==> config.mk <==
export PLATFORM = sky130hd
export DESIGN_NAME = ata_taskfile
export DESIGN_NICKNAME = d
export VERILOG_FILES = /design/src/rtl/ata_tf_pkg.sv /design/src/rtl/tf_ctrl.sv /design/src/rtl/tf_datapath.sv /design/src/rtl/ata_taskfile.sv
export SDC_FILE = /design/constraint.sdc
export NUM_CORES = 1
export LEC_CHECK = 0
export BUFFER_PORTS_ARGS = -buffer_cell sky130_fd_sc_hd__buf_2
export CORE_MARGIN = 1.5
export CORE_UTILIZATION = 43
export DETAILED_ROUTE_END_ITERATION = 8
export PLACE_DENSITY = 0.69
export REMOVE_ABC_BUFFERS = 1
export SLEW_MARGIN = 10
export SYNTH_ARGS = -nofsm -noshare
export SYNTH_HDL_FRONTEND = slang
export SYNTH_SLANG_ARGS = --single-unit
==> constraint.sdc <==
create_clock -name clk -period 5.15 [get_ports clk]
set_input_delay 1.03 -clock clk [delete_from_list [all_inputs] [get_ports clk]]
set_output_delay 1.03 -clock clk [all_outputs]
set_load 0.01 [all_outputs]
==> src/rtl/ata_tf_pkg.sv <==
package ata_tf_pkg;

  localparam int OFF_W = 4;

  typedef enum logic [3:0] {
    SEL_NONE,
    SEL_DATA_EVEN,
    SEL_DATA_ODD,
    SEL_DATA_WORD,
    SEL_ERR_FEAT,
    SEL_SEC_CNT,
    SEL_SEC_NUM,
    SEL_CYL_LO,
    SEL_CYL_HI,
    SEL_HEAD,
    SEL_STAT_CMD,
    SEL_ALT_CTL
  } regSel_e;

  // Strobes handed from control to datapath for the current cycle.
  typedef struct packed {
    regSel_e loSel;
    regSel_e hiSel;
    logic    wrStart;
    logic    pushWord;
    logic    pushPair;
    logic    popWord;
    logic    oddOnHigh;
  } tfStrobes_t;

  // Byte-wide meaning of a single offset.
  function automatic regSel_e mapOffset(input logic [OFF_W-1:0] off);
    case (off)
      4'h0, 4'h8: mapOffset = SEL_DATA_EVEN;
      4'h9:       mapOffset = SEL_DATA_ODD;
      4'h1, 4'hD: mapOffset = SEL_ERR_FEAT;
      4'h2:       mapOffset = SEL_SEC_CNT;
      4'h3:       mapOffset = SEL_SEC_NUM;
      4'h4:       mapOffset = SEL_CYL_LO;
      4'h5:       mapOffset = SEL_CYL_HI;
      4'h6:       mapOffset = SEL_HEAD;
      4'h7:       mapOffset = SEL_STAT_CMD;
      4'hE:       mapOffset = SEL_ALT_CTL;
      default:    mapOffset = SEL_NONE;
    endcase
  endfunction

endpackage

==> src/rtl/tf_ctrl.sv <==
module tf_ctrl
  import ata_tf_pkg::*;
(
  input  logic             clk,
  input  logic             rst,
  input  logic             ceLoN,
  input  logic             ceHiN,
  input  logic [OFF_W-1:0] regAddr,
  input  logic             rdN,
  input  logic             wrN,
  output tfStrobes_t       strb,
  output logic             busOe
);

  logic rdPrevN, wrPrevN;
  logic evenWrPend, evenRdPend, popArmed;
  logic anyCe, wordCyc, hiOnly;
  logic wrStart, rdStart, rdEnd;
  logic evenSel, oddSel, wordSel, validSel;
  regSel_e loSel, hiSel;

  always_comb begin
    anyCe   = !ceLoN || !ceHiN;
    wordCyc = !ceLoN && !ceHiN;
    hiOnly  = ceLoN && !ceHiN;
    loSel   = SEL_NONE;
    hiSel   = SEL_NONE;
    if (wordCyc) begin
      if (regAddr[2:1] == 2'b00) begin
        loSel = SEL_DATA_WORD;
      end else begin
        loSel = mapOffset({regAddr[OFF_W-1:1], 1'b0});
        hiSel = mapOffset({regAddr[OFF_W-1:1], 1'b1});
      end
    end else if (hiOnly) begin
      hiSel = mapOffset({regAddr[OFF_W-1:1], 1'b1});
    end else if (!ceLoN) begin
      loSel = mapOffset(regAddr);
    end
  end

  assign validSel = (loSel != SEL_NONE) || (hiSel != SEL_NONE);
  assign evenSel  = (loSel == SEL_DATA_EVEN);
  assign oddSel   = (loSel == SEL_DATA_ODD) || (hiSel == SEL_DATA_ODD);
  assign wordSel  = (loSel == SEL_DATA_WORD);

  assign wrStart = !wrN && wrPrevN && rdN && anyCe;
  assign rdStart = !rdN && rdPrevN && wrN && anyCe;
  assign rdEnd   = rdN && !rdPrevN;

  always_comb begin
    strb.loSel     = loSel;
    strb.hiSel     = hiSel;
    strb.wrStart   = wrStart;
    strb.pushWord  = wrStart && wordSel;
    strb.pushPair  = wrStart && oddSel && evenWrPend;
    strb.popWord   = rdEnd && popArmed;
    strb.oddOnHigh = (hiSel == SEL_DATA_ODD);
  end

  assign busOe = !rdN && wrN && validSel;

  always_ff @(posedge clk) begin
    if (rst) begin
      rdPrevN    <= 1'b1;
      wrPrevN    <= 1'b1;
      evenWrPend <= 1'b0;
      evenRdPend <= 1'b0;
      popArmed   <= 1'b0;
    end else begin
      rdPrevN <= rdN;
      wrPrevN <= wrN;
      if (wrStart) begin
        if (evenSel)                evenWrPend <= 1'b1;
        else if (oddSel || wordSel) evenWrPend <= 1'b0;
      end
      if (rdStart) begin
        popArmed <= wordSel || (oddSel && evenRdPend);
        if (evenSel)                evenRdPend <= 1'b1;
        else if (oddSel || wordSel) evenRdPend <= 1'b0;
      end else if (rdEnd) begin
        popArmed <= 1'b0;
      end
    end
  end

  AST_OE_NEEDS_CE: assert property (@(posedge clk) disable iff (rst)
    busOe |-> (!ceLoN || !ceHiN));

  AST_NO_PUSH_POP: assert property (@(posedge clk) disable iff (rst)
    !((strb.pushWord || strb.pushPair) && strb.popWord));

endmodule

==> src/rtl/tf_datapath.sv <==
module tf_datapath
  import ata_tf_pkg::*;
#(
  parameter int BYTE_W = 8,
  parameter int DATA_W = 2 * BYTE_W
) (
  input  logic              clk,
  input  logic              rst,
  input  tfStrobes_t        strb,
  input  logic [DATA_W-1:0] busIn,
  output logic [DATA_W-1:0] busOut,
  input  logic [DATA_W-1:0] fifoRdData,
  output logic              fifoPop,
  output logic [DATA_W-1:0] fifoWrData,
  output logic              fifoPush,
  input  logic              ctrlBusy,
  input  logic              ctrlDrq,
  input  logic              ctrlDone,
  input  logic [BYTE_W-1:0] ctrlError,
  output logic              cmdValid,
  output logic [BYTE_W-1:0] cmdCode,
  output logic [BYTE_W-1:0] featureOut,
  output logic [BYTE_W-1:0] secCountOut,
  output logic [BYTE_W-1:0] secNumOut,
  output logic [BYTE_W-1:0] cylLoOut,
  output logic [BYTE_W-1:0] cylHiOut,
  output logic [BYTE_W-1:0] headOut,
  output logic [BYTE_W-1:0] devCtlOut
);

  localparam int LANES = DATA_W / BYTE_W;
  localparam logic [BYTE_W-1:0] SEC_RESET = BYTE_W'(1);

  logic [BYTE_W-1:0] featQ, secCntQ, secNumQ, cylLoQ, cylHiQ, headQ, devCtlQ;
  logic [BYTE_W-1:0] evenHoldQ, cmdCodeQ, statusByte, oddByte;
  logic              cmdBusyQ, cmdValidQ, busy;
  regSel_e           laneSel  [LANES];
  logic [BYTE_W-1:0] laneByte [LANES];

  for (genvar ln = 0; ln < LANES; ln++) begin : g_lane
    assign laneByte[ln] = busIn[ln*BYTE_W +: BYTE_W];
    assign laneSel[ln]  = (ln == 0) ? strb.loSel : strb.hiSel;
  end

  assign oddByte = strb.oddOnHigh ? laneByte[LANES-1] : laneByte[0];

  always_ff @(posedge clk) begin
    if (rst) begin
      featQ     <= '0;
      secCntQ   <= SEC_RESET;
      secNumQ   <= SEC_RESET;
      cylLoQ    <= '0;
      cylHiQ    <= '0;
      headQ     <= '0;
      devCtlQ   <= '0;
      evenHoldQ <= '0;
      cmdCodeQ  <= '0;
      cmdBusyQ  <= 1'b0;
      cmdValidQ <= 1'b0;
    end else begin
      cmdValidQ <= 1'b0;
      if (ctrlDone) cmdBusyQ <= 1'b0;
      if (strb.wrStart) begin
        for (int ln = 0; ln < LANES; ln++) begin
          case (laneSel[ln])
            SEL_ERR_FEAT:  featQ     <= laneByte[ln];
            SEL_SEC_CNT:   secCntQ   <= laneByte[ln];
            SEL_SEC_NUM:   secNumQ   <= laneByte[ln];
            SEL_CYL_LO:    cylLoQ    <= laneByte[ln];
            SEL_CYL_HI:    cylHiQ    <= laneByte[ln];
            SEL_HEAD:      headQ     <= laneByte[ln];
            SEL_ALT_CTL:   devCtlQ   <= laneByte[ln];
            SEL_DATA_EVEN: evenHoldQ <= laneByte[ln];
            SEL_STAT_CMD: begin
              cmdCodeQ  <= laneByte[ln];
              cmdValidQ <= 1'b1;
              cmdBusyQ  <= 1'b1;
            end
            default: ;
          endcase
        end
      end
    end
  end

  assign busy = cmdBusyQ || ctrlBusy;

  always_comb begin
    statusByte    = '0;
    statusByte[7] = busy;
    statusByte[6] = !busy;
    statusByte[3] = ctrlDrq;
    statusByte[0] = |ctrlError;
  end

  function automatic logic [BYTE_W-1:0] readByte(input regSel_e sel);
    case (sel)
      SEL_ERR_FEAT:               readByte = ctrlError;
      SEL_SEC_CNT:                readByte = secCntQ;
      SEL_SEC_NUM:                readByte = secNumQ;
      SEL_CYL_LO:                 readByte = cylLoQ;
      SEL_CYL_HI:                 readByte = cylHiQ;
      SEL_HEAD:                   readByte = headQ;
      SEL_STAT_CMD, SEL_ALT_CTL:  readByte = statusByte;
      SEL_DATA_EVEN:              readByte = fifoRdData[BYTE_W-1:0];
      SEL_DATA_ODD:               readByte = fifoRdData[DATA_W-1:BYTE_W];
      default:                    readByte = '0;
    endcase
  endfunction

  always_comb begin
    if (strb.loSel == SEL_DATA_WORD) busOut = fifoRdData;
    else busOut = {readByte(strb.hiSel), readByte(strb.loSel)};
  end

  assign fifoPush   = strb.pushWord || strb.pushPair;
  assign fifoWrData = strb.pushWord ? busIn : {oddByte, evenHoldQ};
  assign fifoPop    = strb.popWord;

  assign cmdValid    = cmdValidQ;
  assign cmdCode     = cmdCodeQ;
  assign featureOut  = featQ;
  assign secCountOut = secCntQ;
  assign secNumOut   = secNumQ;
  assign cylLoOut    = cylLoQ;
  assign cylHiOut    = cylHiQ;
  assign headOut     = headQ;
  assign devCtlOut   = devCtlQ;

  AST_PUSH_SINGLE: assert property (@(posedge clk) disable iff (rst)
    fifoPush |=> !fifoPush);

  AST_POP_SINGLE: assert property (@(posedge clk) disable iff (rst)
    fifoPop |=> !fifoPop);

  AST_CMD_SETS_BUSY: assert property (@(posedge clk) disable iff (rst)
    cmdValid |-> statusByte[7]);

  AST_DONE_CLEARS: assert property (@(posedge clk) disable iff (rst)
    (ctrlDone && !strb.wrStart) |=> !cmdBusyQ);

endmodule

==> src/rtl/ata_taskfile.sv <==
module ata_taskfile
  import ata_tf_pkg::*;
#(
  parameter int BYTE_W = 8,
  parameter int DATA_W = 2 * BYTE_W
) (
  input  logic              clk,
  input  logic              rst,
  input  logic              ceLoN,
  input  logic              ceHiN,
  input  logic [OFF_W-1:0]  regAddr,
  input  logic              rdN,
  input  logic              wrN,
  input  logic [DATA_W-1:0] busIn,
  output logic [DATA_W-1:0] busOut,
  output logic              busOe,
  input  logic [DATA_W-1:0] fifoRdData,
  output logic              fifoPop,
  output logic [DATA_W-1:0] fifoWrData,
  output logic              fifoPush,
  input  logic              ctrlBusy,
  input  logic              ctrlDrq,
  input  logic              ctrlDone,
  input  logic [BYTE_W-1:0] ctrlError,
  output logic              cmdValid,
  output logic [BYTE_W-1:0] cmdCode,
  output logic [BYTE_W-1:0] featureOut,
  output logic [BYTE_W-1:0] secCountOut,
  output logic [BYTE_W-1:0] secNumOut,
  output logic [BYTE_W-1:0] cylLoOut,
  output logic [BYTE_W-1:0] cylHiOut,
  output logic [BYTE_W-1:0] headOut,
  output logic [BYTE_W-1:0] devCtlOut
);

  tfStrobes_t strb;

  tf_ctrl u_ctrl (
    .clk     (clk),
    .rst     (rst),
    .ceLoN   (ceLoN),
    .ceHiN   (ceHiN),
    .regAddr (regAddr),
    .rdN     (rdN),
    .wrN     (wrN),
    .strb    (strb),
    .busOe   (busOe)
  );

  tf_datapath #(.BYTE_W(BYTE_W), .DATA_W(DATA_W)) u_dp (
    .clk         (clk),
    .rst         (rst),
    .strb        (strb),
    .busIn       (busIn),
    .busOut      (busOut),
    .fifoRdData  (fifoRdData),
    .fifoPop     (fifoPop),
    .fifoWrData  (fifoWrData),
    .fifoPush    (fifoPush),
    .ctrlBusy    (ctrlBusy),
    .ctrlDrq     (ctrlDrq),
    .ctrlDone    (ctrlDone),
    .ctrlError   (ctrlError),
    .cmdValid    (cmdValid),
    .cmdCode     (cmdCode),
    .featureOut  (featureOut),
    .secCountOut (secCountOut),
    .secNumOut   (secNumOut),
    .cylLoOut    (cylLoOut),
    .cylHiOut    (cylHiOut),
    .headOut     (headOut),
    .devCtlOut   (devCtlOut)
  );

endmodule

; Word level (Yosys, flattened, before mapping)
; Memory sizes are Yosys's and may differ from the RTL's.
; Index checks and enable logic that the tools add are counted.
[classes]
eq_ne = 27
mux = 42
bitwise_logic = 1
n_reduce_logical = 61
[ops]
columns = op, n
row1 = two-way mux 8 bit, 19
row2 = one-hot mux 8 bit (9 select lines), 2
row3 = one-hot mux 4 bit (5 select lines), 2
row4 = == test 4 x 3 -> 1 bit (second input constant), 8
row5 = == test 4 bit (second input constant), 8
row6 = two-way mux 16 bit, 2
row7 = two-way mux 4 bit, 7
row8 = AND reduction 2 bit, 11
row9 = nonzero test 2 bit, 11
row10 = logical AND 1 bit, 16
row11 = == test 4 x 2 -> 1 bit (second input constant), 3
row12 = two-way mux 1 bit, 10
row13 = OR reduction 2 bit, 5
row14 = == test 3 bit (second input constant), 3
row15 = == test 4 x 1 -> 1 bit (second input constant), 2
row16 = nonzero test 4 bit, 2
row17 = OR reduction 8 bit, 1
row18 = logical OR 1 bit, 7
row19 = == test 3 x 2 -> 1 bit (second input constant), 2
row20 = logical NOT 1 bit, 6
row21 = == test 3 x 1 -> 1 bit (second input constant), 1
row22 = logical NOT 3 bit, 1
row23 = logical NOT 2 bit, 1
row24 = inverter 1 bit, 1
[totals]
register_bits = 79
mem_bits_ro = 64
inputBits = 53
output_inout_bits = 100
elab_cells = 148
memories = 1
[mem_list]
columns = name, words, word_bits, rd, rd_ports_with_merged_regs, write_ports, line
row1 = (name not given), 16, 4, 1, 0, 0, ata_tf_pkg.sv:33  ; case (off)

; Longest topological paths before layout
; Gate-level depths: netlist (run 1).
[depth]
ltp_word = 10
ltp_mapped = 13
mapped_depth_nobuf = 9

; Hierarchy
; From an unflattened synthesis (run 1), not the netlist that was laid out.
[hier_totals]
hier_cells = 701
hier_area_um2 = 5949.5
[modules_own_cells]
columns = mod, instances, cells_each, area_each_um2, seq_area_each_um2
row1 = tf_datapath, 1, 613, 5198.7, 1481.4
row2 = tf_ctrl, 1, 88, 750.7, 100.1

; Worst setup path before layout (run 1)
; Ideal clock, no wire load.
[synth_timing]
path_type = input-to-output
from = input regAddr[1]
to = output fifoWrData[10]
arrival_time_ps = 3383
required_time_ps = 4120
setup_slack_ps = 737
path_stages = 12
path_buffers = 3
cell_sequence = buf_2 > inv_1 > ha_1 > nor2b_1 > o32ai_4 > a21oi_4 > nand2b_4 > buf_6 > nor3_4 > nand2b_1 > buf_6 > mux2_4
[synth_via]
elab_chain_cells = 8
word_cells_on_any_way = 25
classes_between = eq/ne: 8 / mux: 11 / reduce/logical: 5 / memory: 1
[synth_lines]
columns = element, line
row1 = from (decl), ata_taskfile.sv:11  ; input logic [OFF_W-1:0] regAddr,
row2 = == test 3 bit or logical NOT 3 bit (tied branches), ata_tf_pkg.sv:33
row3 = OR reduction 2 bit, ata_tf_pkg.sv:33
row4 = one-hot mux 4 bit (5 select lines), ata_tf_pkg.sv:33
row5 = two-way mux 4 bit (on tied branches), "tf_ctrl.sv:35, tf_ctrl.sv:29"
row6 = two-way mux 4 bit, tf_ctrl.sv:28  ; if (wordCyc) begin
row7 = == test 4 x 2 -> 1 bit (on tied branches), "tf_ctrl.sv:58, tf_ctrl.sv:45"
row8 = two-way mux 8 bit or logical AND 1 bit (tied branches), "tf_datapath.sv:45, tf_ctrl.sv:55"
row9 = two-way mux 16 bit (*), tf_datapath.sv:117  ; assign fifoWrData = strb.pushWord ? busIn : {oddByte, evenHoldQ};
row10 = to (decl), ata_taskfile.sv:19  ; output logic [DATA_W-1:0] fifoWrData,
; Mark *: on every way between the ends. The rest lies on a longest branch, timed or not.

; Worst setup path after layout (run 1)
[layout_timing]
from = input regAddr[1]
to = output busOut[5]
[layout_via]
elab_chain_cells = 9
word_cells_on_any_way = 28
classes_between = eq/ne: 16 / mux: 7 / reduce/logical: 4 / memory: 1
[layout_lines]
columns = element, line
row1 = "parallel branches: the longest is 4 deep, another holds memory (16 x 4 bit)", --
row2 = two-way mux 4 bit (*), tf_ctrl.sv:28
row3 = == test 4 bit, tf_datapath.sv:97  ; case (sel)
row4 = OR reduction 2 bit, tf_datapath.sv:97
row5 = one-hot mux 8 bit (9 select lines), tf_datapath.sv:97
row6 = two-way mux 16 bit (*), tf_datapath.sv:112  ; if (strb.loSel == SEL_DATA_WORD) busOut = fifoRdData;
row7 = to (decl), ata_taskfile.sv:15  ; output logic [DATA_W-1:0] busOut,
; Every way passes the cells marked *.

==> results summary, run 1 <==
The run finished with clean final reports. The area fraction in compound gates after synthesis is 0.204. The cell with the largest stage delay on the worst path is o22a_1. For the worst setup path, the data arrival time is 3.80 ns. The wire length after detailed routing is 17.6 mm. Counting stages on the worst path, the most repeated cell is buf_2. Setup repair after global routing left no endpoint under its margin.

The worst slack on hold paths is 0.451 ns. Between clock sinks in the finished design, the worst skew comes to between 0.004 and 0.005 ns. The worst setup path is captured at a primary output. The H-tree generated during clock tree synthesis spans 3 levels. The hold violation count in the final report was 0. The CTS tree is yes.

The core area is between 10000 and 15000 um2. The mean area per synthesized cell came out at between 8 and 9 um2. The power consumption came out at 0.00152 W.

The floorplan die width came out at 109 um. The area overhead of the layout relative to synthesis is 22.0%. Of the total synthesized cell area, the portion taken by full adders, half adders and majority gates is 0.0128. The synthesized-area fraction occupied by xor and xnor cells is 0.00360. The worst max-slew margin expressed relative to the limit is 0.422. After detailed routing, the number of remaining DRC violations is 0. The signal on the critical path passes through buf_2, inv_1, ha_1, nand2b_1, a21oi_1, o22a_1, nand2_1, nor2_1, a32o_1, a211o_1, buf_2.

The pin count of the biggest net entering global routing came out at 49. The maximum clock frequency is between 200 and 250 MHz. The number of instances resized during post-cts repair is 0. The total number of vias came out at 5135. Counting flops with an async set or reset pin after synthesis yields a share of 0. Across the VDD grid, the largest voltage drop is 0.147 mV. Together, buffers and inverters on the worst path number 3. The number of setup buffers added after CTS is 0. The wire length of the first global-routing pass is between 20 and 30 mm. STA classifies the critical path startpoint as a primary input. The source-to-sink clock delay at the later pin of the worst-skew pair came out at approximately 0.34 ns. The setup TNS after final layout is 0 ns. The number of sinks handled by clock tree synthesis came out at 79.

The average routed wire per standard cell is between 20 and 25 um. The data required time of the critical path came out at slightly above 4 ns. For the finished layout, the period the worst path requires is ~4.8 ns. The count of inserted antenna diode cells is 0. The share of the Yosys chip area taken by registers is 0.325. The clock transition at the registers of the reported paths came out at ~0.06 ns. The overall global routing resource usage is 0.292.

Of the total synthesized cell area, the portion taken by AND, OR, NAND and NOR gates is 0.227. Setup violations remaining at the end of the flow were counted as 0. The length of the first detailed-routing pass in iterations came out at 7. The clock passes through at most 2 buffers. The design area came out at between 5000 and 6000 um2. The filler cell count in the final layout came out at ~1.0k. The classification of the worst setup path is primary input to primary output. The clock buffer count from CTS came out at 9. The number of placed I/O pins came out at 153. The post-detailed-route via-to-cell ratio is 5.98.

The actual transition at the worst max-transition pin is 0.867 ns. The post-synthesis instance total came out at between 500 and 600. By area, the combinational part of the netlist is dominated by simple AND/OR/NAND/NOR gates. The total number of nets in the final design is 771. The number of synthesis warnings is 0. In this run the core area contains 38 standard-cell rows. For this configuration, the core starts out at a cell density of 0.445.

The share of cells above drive strength 1 is 0.311. The cell family contributing the most delay on the critical path is compound AO/OA/AOI/OAI gates. The master cell of the clock root buffer is clkbuf_16. The number of distinct library cell variants in the gate-level netlist after synthesis came out at 61. The most frequently used flop master after synthesis is dfxtp_1. Buffers placed on the I/O ports in this run total 152. The longest individual stage delay on the worst path is about 0.69 ns. The tool flagged a number of max-cap violations equal to 0. The reported leakage power is ~2.7 nW. Measured on the finished design, the core utilization comes to 0.543. The height of the die is 109 um. In this run the remaining antenna-violating nets after routing total 0. In this run, the number of DRC markers left after iteration 0 of detailed routing was 534. The half-perimeter wire length after detailed placement came out at 12.8 mm. The type of the worst min-delay path is flop to flop.

In this run the power density over the cells is 255 nW/um2. The total congestion overflow after global routing is 0. The post-place instance area is 5660 um2. The multiplexer share of the synthesized area is 0.175. In the finished design, the share of the clock period the worst path needs comes to 0.938.

The last weighted congestion value of the routability-driven placer came out at 0.913. The count of hold-fix buffers inserted at cts came out at 0. The post-synth design cell area is around 4900 um2. The highest fanout seen on the critical path is 16. The initial antenna violation count came out at 0. The overall die area came out at approximately 12000 um2. The final-report max-slew violation count came out at 0. The via count of the first global-routing pass was just under 5k. The number of enable-type register cells in the synthesized netlist came out at 0. The synthesis-stage register bit count is 79.
## where the power goes
| group | internal, W | switching, W | total, W |
|---|---|---|---|
| sequential | 0.000618 | 0.00000528 | 0.000623 |
| clock | 0.000354 | 0.000265 | 0.000619 |
| combinational | 0.0000970 | 0.000176 | 0.000273 |
| total | 0.00107 | 0.000446 | 0.00152 |
## layout by cell type, fill, tap and decap left out, drive strengths merged, types with 5 or more instances in the layout
master	instances
a21oi	29
inv	6
nand2b	8
nand2	87
nor2b	5
nor3	8
o22ai	12
nor2	95
a222oi	6
o21ai	14
a211oi	23
a31oi	6
a311oi	9
mux2	17
mux2i	63
nand3	15
dfxtp	79
ha	5
clkbuf	12
buf	163
## layout make-up
| type | count | area (um2) | area share |
|---|---|---|---|
| clock buffers | 12 | 256 | 0.0432 |
| well taps | 140 | 175 | 0.0295 |
| flip-flops and latches | 79 | 1580 | 0.266 |
| inverters | 5 | 18.8 | 0.00316 |
| repair buffers | 163 | 843 | 0.142 |
| clock inverters | 4 | 28.8 | 0.00484 |
| multi-input cells | 455 | 3040 | 0.511 |
## worst paths after layout
| kind | start | to | slack, ns | cells after the start |
|---|---|---|---|---|
| worst max-delay path | regAddr[1] | busOut[5] | 0.32 | 11 |
| worst min-delay path | u_dp.evenHoldQ[3] | u_dp.evenHoldQ[3] | 0.45 | 2 |
| worst max register to register | u_ctrl.wrPrevN | u_dp.cylLoOut[0] | 3.08 | 7 |
| worst min register to register | u_dp.evenHoldQ[3] | u_dp.evenHoldQ[3] | 0.45 | 2 |
## worst min-delay path: stages, from the launching register on
cell and delay [ns]:
dfxtp_1 0.31, nand2_1 0.05, a21oi_1 0.05
## kinds of logic after synthesis
kind of cell               after synthesis
AOI/OAI and AO/OA                      132
xor gates and xnor gates                 2
adders and majority gates                5
buffers and inverters                   54
DFF                                     79
muxes                                   80
and+or+nand+nor                        236
## sequential cells by signal, indices dropped and copies added, names as in the netlist, 8 cells and up
| register | flops |
|---|---|
| u_dp.headOut | 8 |
| u_dp.evenHoldQ | 8 |
| u_dp.cmdCode | 8 |
| u_dp.secCountOut | 8 |
| u_dp.devCtlOut | 8 |
| u_dp.featureOut | 8 |
| u_dp.cylLoOut | 8 |
| u_dp.cylHiOut | 8 |
| u_dp.secNumOut | 8 |
## stage by stage
step	setup slack, ns	std cells
3_5_place_dp	0.395	842
2_1_floorplan	0.479	539
3_3_place_gp	0.495	842
5_1_grt	0.113	858
4_1_cts	0.392	858
6_report	0.321	858
## routing by layer
metal,GRT usage,share of wire,vias up
li1,-,-,2379
met1,0.392,0.43,2457
met2,0.463,0.45,273
met3,0.0694,0.098,26
met4,0.0928,0.016,0
met5,0,0,-
## synth_stat cells (all sizes together), types with 9 or more instances
master | instances | area (um2)
a211oi | 23 | 173
a21oi | 29 | 160
a311oi | 9 | 78.8
buf | 21 | 136
clkbuf | 28 | 105
dfxtp | 79 | 1580
mux2 | 17 | 221
mux2i | 63 | 631
nand2 | 87 | 329
nand3 | 15 | 75.1
nor2 | 95 | 362
o21ai | 14 | 70.1
o22ai | 12 | 81.3
No activity file was read; power rests on OpenSTA's default activity.
==> run 2, diff against run 1 <==
--- a/config.mk
+++ b/config.mk
@@ -7,9 +7,9 @@
 export LEC_CHECK = 0
 export BUFFER_PORTS_ARGS = -buffer_cell sky130_fd_sc_hd__buf_2
 export CORE_MARGIN = 1.5
-export CORE_UTILIZATION = 43
+export CORE_UTILIZATION = 52
 export DETAILED_ROUTE_END_ITERATION = 8
-export PLACE_DENSITY = 0.69
+export PLACE_DENSITY = 0.81
 export REMOVE_ABC_BUFFERS = 1
 export SLEW_MARGIN = 10
 export SYNTH_ARGS = -nofsm -noshare
==> run 2 against run 1 <==
Clock power down 26%; die area fell by 17%; critical path depth is the same; combinational power is essentially flat; power shrank 11%; count of clock-buffer cells in the layout shrank 2; register-to-register slack hardly changed; first-iteration DRC count is 11% higher; flip-flop and latch count is the same; sequential power is essentially flat; critical path type unchanged.
==> results summary, run 2 (synthesis gave the netlist of run 1 again) <==
The last weighted congestion value of the routability-driven placer was 0.940 (+2.9%). The pin count of the biggest net entering global routing came out at 81 (+65%). The number of instances resized during post-cts repair came out at 0 (unchanged).

The number of sinks handled by clock tree synthesis is 79 (unchanged). The source-to-sink clock delay at the later pin of the worst-skew pair was 0.36 ns (+0.02 ns). The post-detailed-route via-to-cell ratio is 6.31 (+5.4%). The height of the die came to 99.8 um (-8.8%). The setup TNS after final layout is 0 ns (unchanged).

The final-report max-slew violation count came out at 0 (unchanged). The classification of the worst setup path is primary input to primary output. The worst slack at placement came out at 0.495 ns (+0.100 ns). The met1 usage came to 0.446 (+0.0549). The number of design rule violations left after detail routing came out at 0 (unchanged). Setup repair after global routing left no endpoint under its margin. The wire length of the first global-routing pass is 25.7 mm (-3.2%). The time the worst path needs with I/O delays and setup is 4.74 ns (-0.0851 ns). The clock buffer count from CTS is 9 (unchanged). The multi-input combinational cell area came out at 3040 um2 (unchanged). The maximum buffer depth of the clock tree came out at 2 (unchanged). The via count of the first global-routing pass is 4821 (-1.3%).

The count of inserted antenna diode cells came out at 0 (unchanged). The reported leakage power came out at 2.64 nW (-1.4%). The total congestion overflow after global routing came out at 0 (unchanged).

The part of the cycle the worst path needs came to 0.921 (-0.0165). The total number of vias was 5237 (+2.0%). The worst max-slew margin expressed relative to the limit came out at 0.402 (-0.0198).

The data required time of the critical path came out at 4.12 ns (about the same). The count of buffers from port buffering is 152 (unchanged). The wire length after detailed routing came out at 16.6 mm (-6.0%). The share of power burned in the clock network came out at 0.339 (-0.070). The floorplan die width is 99.8 um (-8.8%). The part of the total power dissipated in combinational logic is 0.202 (+0.022).

The share of cells above drive strength 1 is 0.312 (+0.000959). The setup fix buffers added after clock tree synthesis is 0 (unchanged). Clock tree synthesis selected as its root buffer the cell clkbuf_8.

The total area of sequential cells came out at 1580 um2 (unchanged). The number of placement rows is 35 (-7.9%). The ratio of total power to cell area came out at 233 nW/um2 (-8.7%). The switching power summed over all nets came out at 0.000418 W (-6.2%). The internal power consumption is 0.000938 W (-12%). The flow ran to the end, and the final reports show no timing, DRC or antenna violations. The relative contribution of sequential cells to total power came to 0.459 (+0.048). The total number of nets in the final design came out at 773 (+0.26%). The length of the first detailed-routing pass in iterations came out at 6 (-1). The actual transition at the worst max-transition pin came to 0.896 ns (+0.0297 ns). The maximum clock frequency is 211 MHz (+1.8%). The final-report setup violation count came out at 0 (unchanged).

The most frequent standard cell in the layout excluding fill and tap cells is buf_2. The type of the worst min-delay path is flop to flop. The deepest level of the CTS H-tree came out at 3 (unchanged). The net switching fraction of the power came to 0.308 (+0.0140). The filler cell count in the final layout was 810 (-23%). The highest fanout seen on the critical path is 12 (-4).

The worst voltage drop across the vdd grid came out at 0.155 mV (+5.7%). Leaving out fill and tap cells, the most frequent cells in the layout are buf_2, nor2_1, nand2_1. The number of maximum-capacitance constraint violations is 0 (unchanged). The worst setup path is launched from a primary input. The initial antenna violation count is 0 (unchanged). The arrival time of data at the critical path endpoint is 3.71 ns (-0.09 ns). The overall global routing resource usage came out at 0.330 (+0.0377).

The count of hold-fix buffers inserted at cts came out at 0 (unchanged). The worst clock skew came out at 0.00619 ns (+0.00120 ns). After global routing, the most crowded layer is met2. The area overhead of the layout relative to synthesis came out at 19.5%. The hold violation count in the final report is 0 (unchanged).

The post-layout worst setup margin is 0.406 ns (+0.0851 ns). The core area came to 9150 um2 (-16%). The clock transition at the registers of the reported paths is 0.09 ns (+0.03 ns). The DRC violation total after the first TritonRoute iteration came out at 591 (+11%).

The fraction of met3 tracks used by global routing came to 0.0738 (+0.00446). The starting utilization of the core area came out at 0.532 (+0.0868). TritonCTS built the clock tree.

The residual antenna-violating net count after detailed routing was 0 (unchanged). The average routed wire per standard cell came out at 20.0 um (-2.8%). The half-perimeter wire length after detailed placement is 12.0 mm (-6.3%). The overall die area came out at 9960 um2 (-17%). The number of placed I/O pins was 153 (unchanged). The global routing usage on met2 was 0.516 (+0.0528). STA classifies the critical path endpoint as a primary output.
[run 2: cell count changes in the layout (fill, tap and decap cells not counted), sizes merged]
cell,previous run,this run
buf,163,165
clkbuf,12,10
bufinv,0,1
[run 2: path summary, 6_finish.rpt]
path / slack (ns) / start / cells after the start / endpoint
worst max register to register: 3.08 / u_ctrl.wrPrevN / 7 / u_dp.secCountOut[0]
worst min-delay path: 0.46 / u_dp.evenHoldQ[7] / 2 / u_dp.evenHoldQ[7]
worst max-delay path: 0.41 / regAddr[1] / 11 / busOut[2]
worst min register to register: 0.46 / u_dp.evenHoldQ[7] / 2 / u_dp.evenHoldQ[7]
[run 2: worst max-delay path, stage by stage]
cell      delay [ns]
buf_2           0.18
inv_1           0.17
ha_1            0.23
nand2b_1        0.14
a21oi_1         0.25
o22a_1          0.55
nor2_1          0.22
a22o_1          0.29
a221oi_1        0.39
nand2_1         0.10
buf_2           0.15
[run 2: power by group through the flow]
stage,clock network [W],registers (W),logic [W]
floorplan,0,0.000637,0.000140
global placement,0,0.000636,0.000260
detailed placement,0,0.000636,0.000266
CTS,0.000458,0.000622,0.000267
global route,0.000492,0.000623,0.000290
finish,0.000460,0.000622,0.000274
[run 2: per-stage QoR]
step           instances  hold slack, ns  total power (W)  utilization  cell area, um2
2_1_floorplan        539           0.423         0.000777            -            4630
3_3_place_gp         815           0.435         0.000896        0.616            5640
3_5_place_dp         815           0.443         0.000902        0.616            5640
4_1_cts              830           0.454          0.00135        0.636            5820
5_1_grt              830           0.474          0.00140        0.636            5820
6_report             830           0.455          0.00136        0.636            5820
[run 2: area by class of cell]
class,count,share of cell area
flip-flops and latches,79,0.272
repair buffers,165,0.147
multi-input cells,455,0.522
clock buffers,10,0.0219
clock inverters,5,0.0101
inverters,5,0.00322
well taps,111,0.0239
[run 2: routing by layer]
layer  up-vias  wire (um)
met3        43       2110
met4         0        454
li1       2369          -
met2       372       7450
met5         -          0
met1      2453       6570
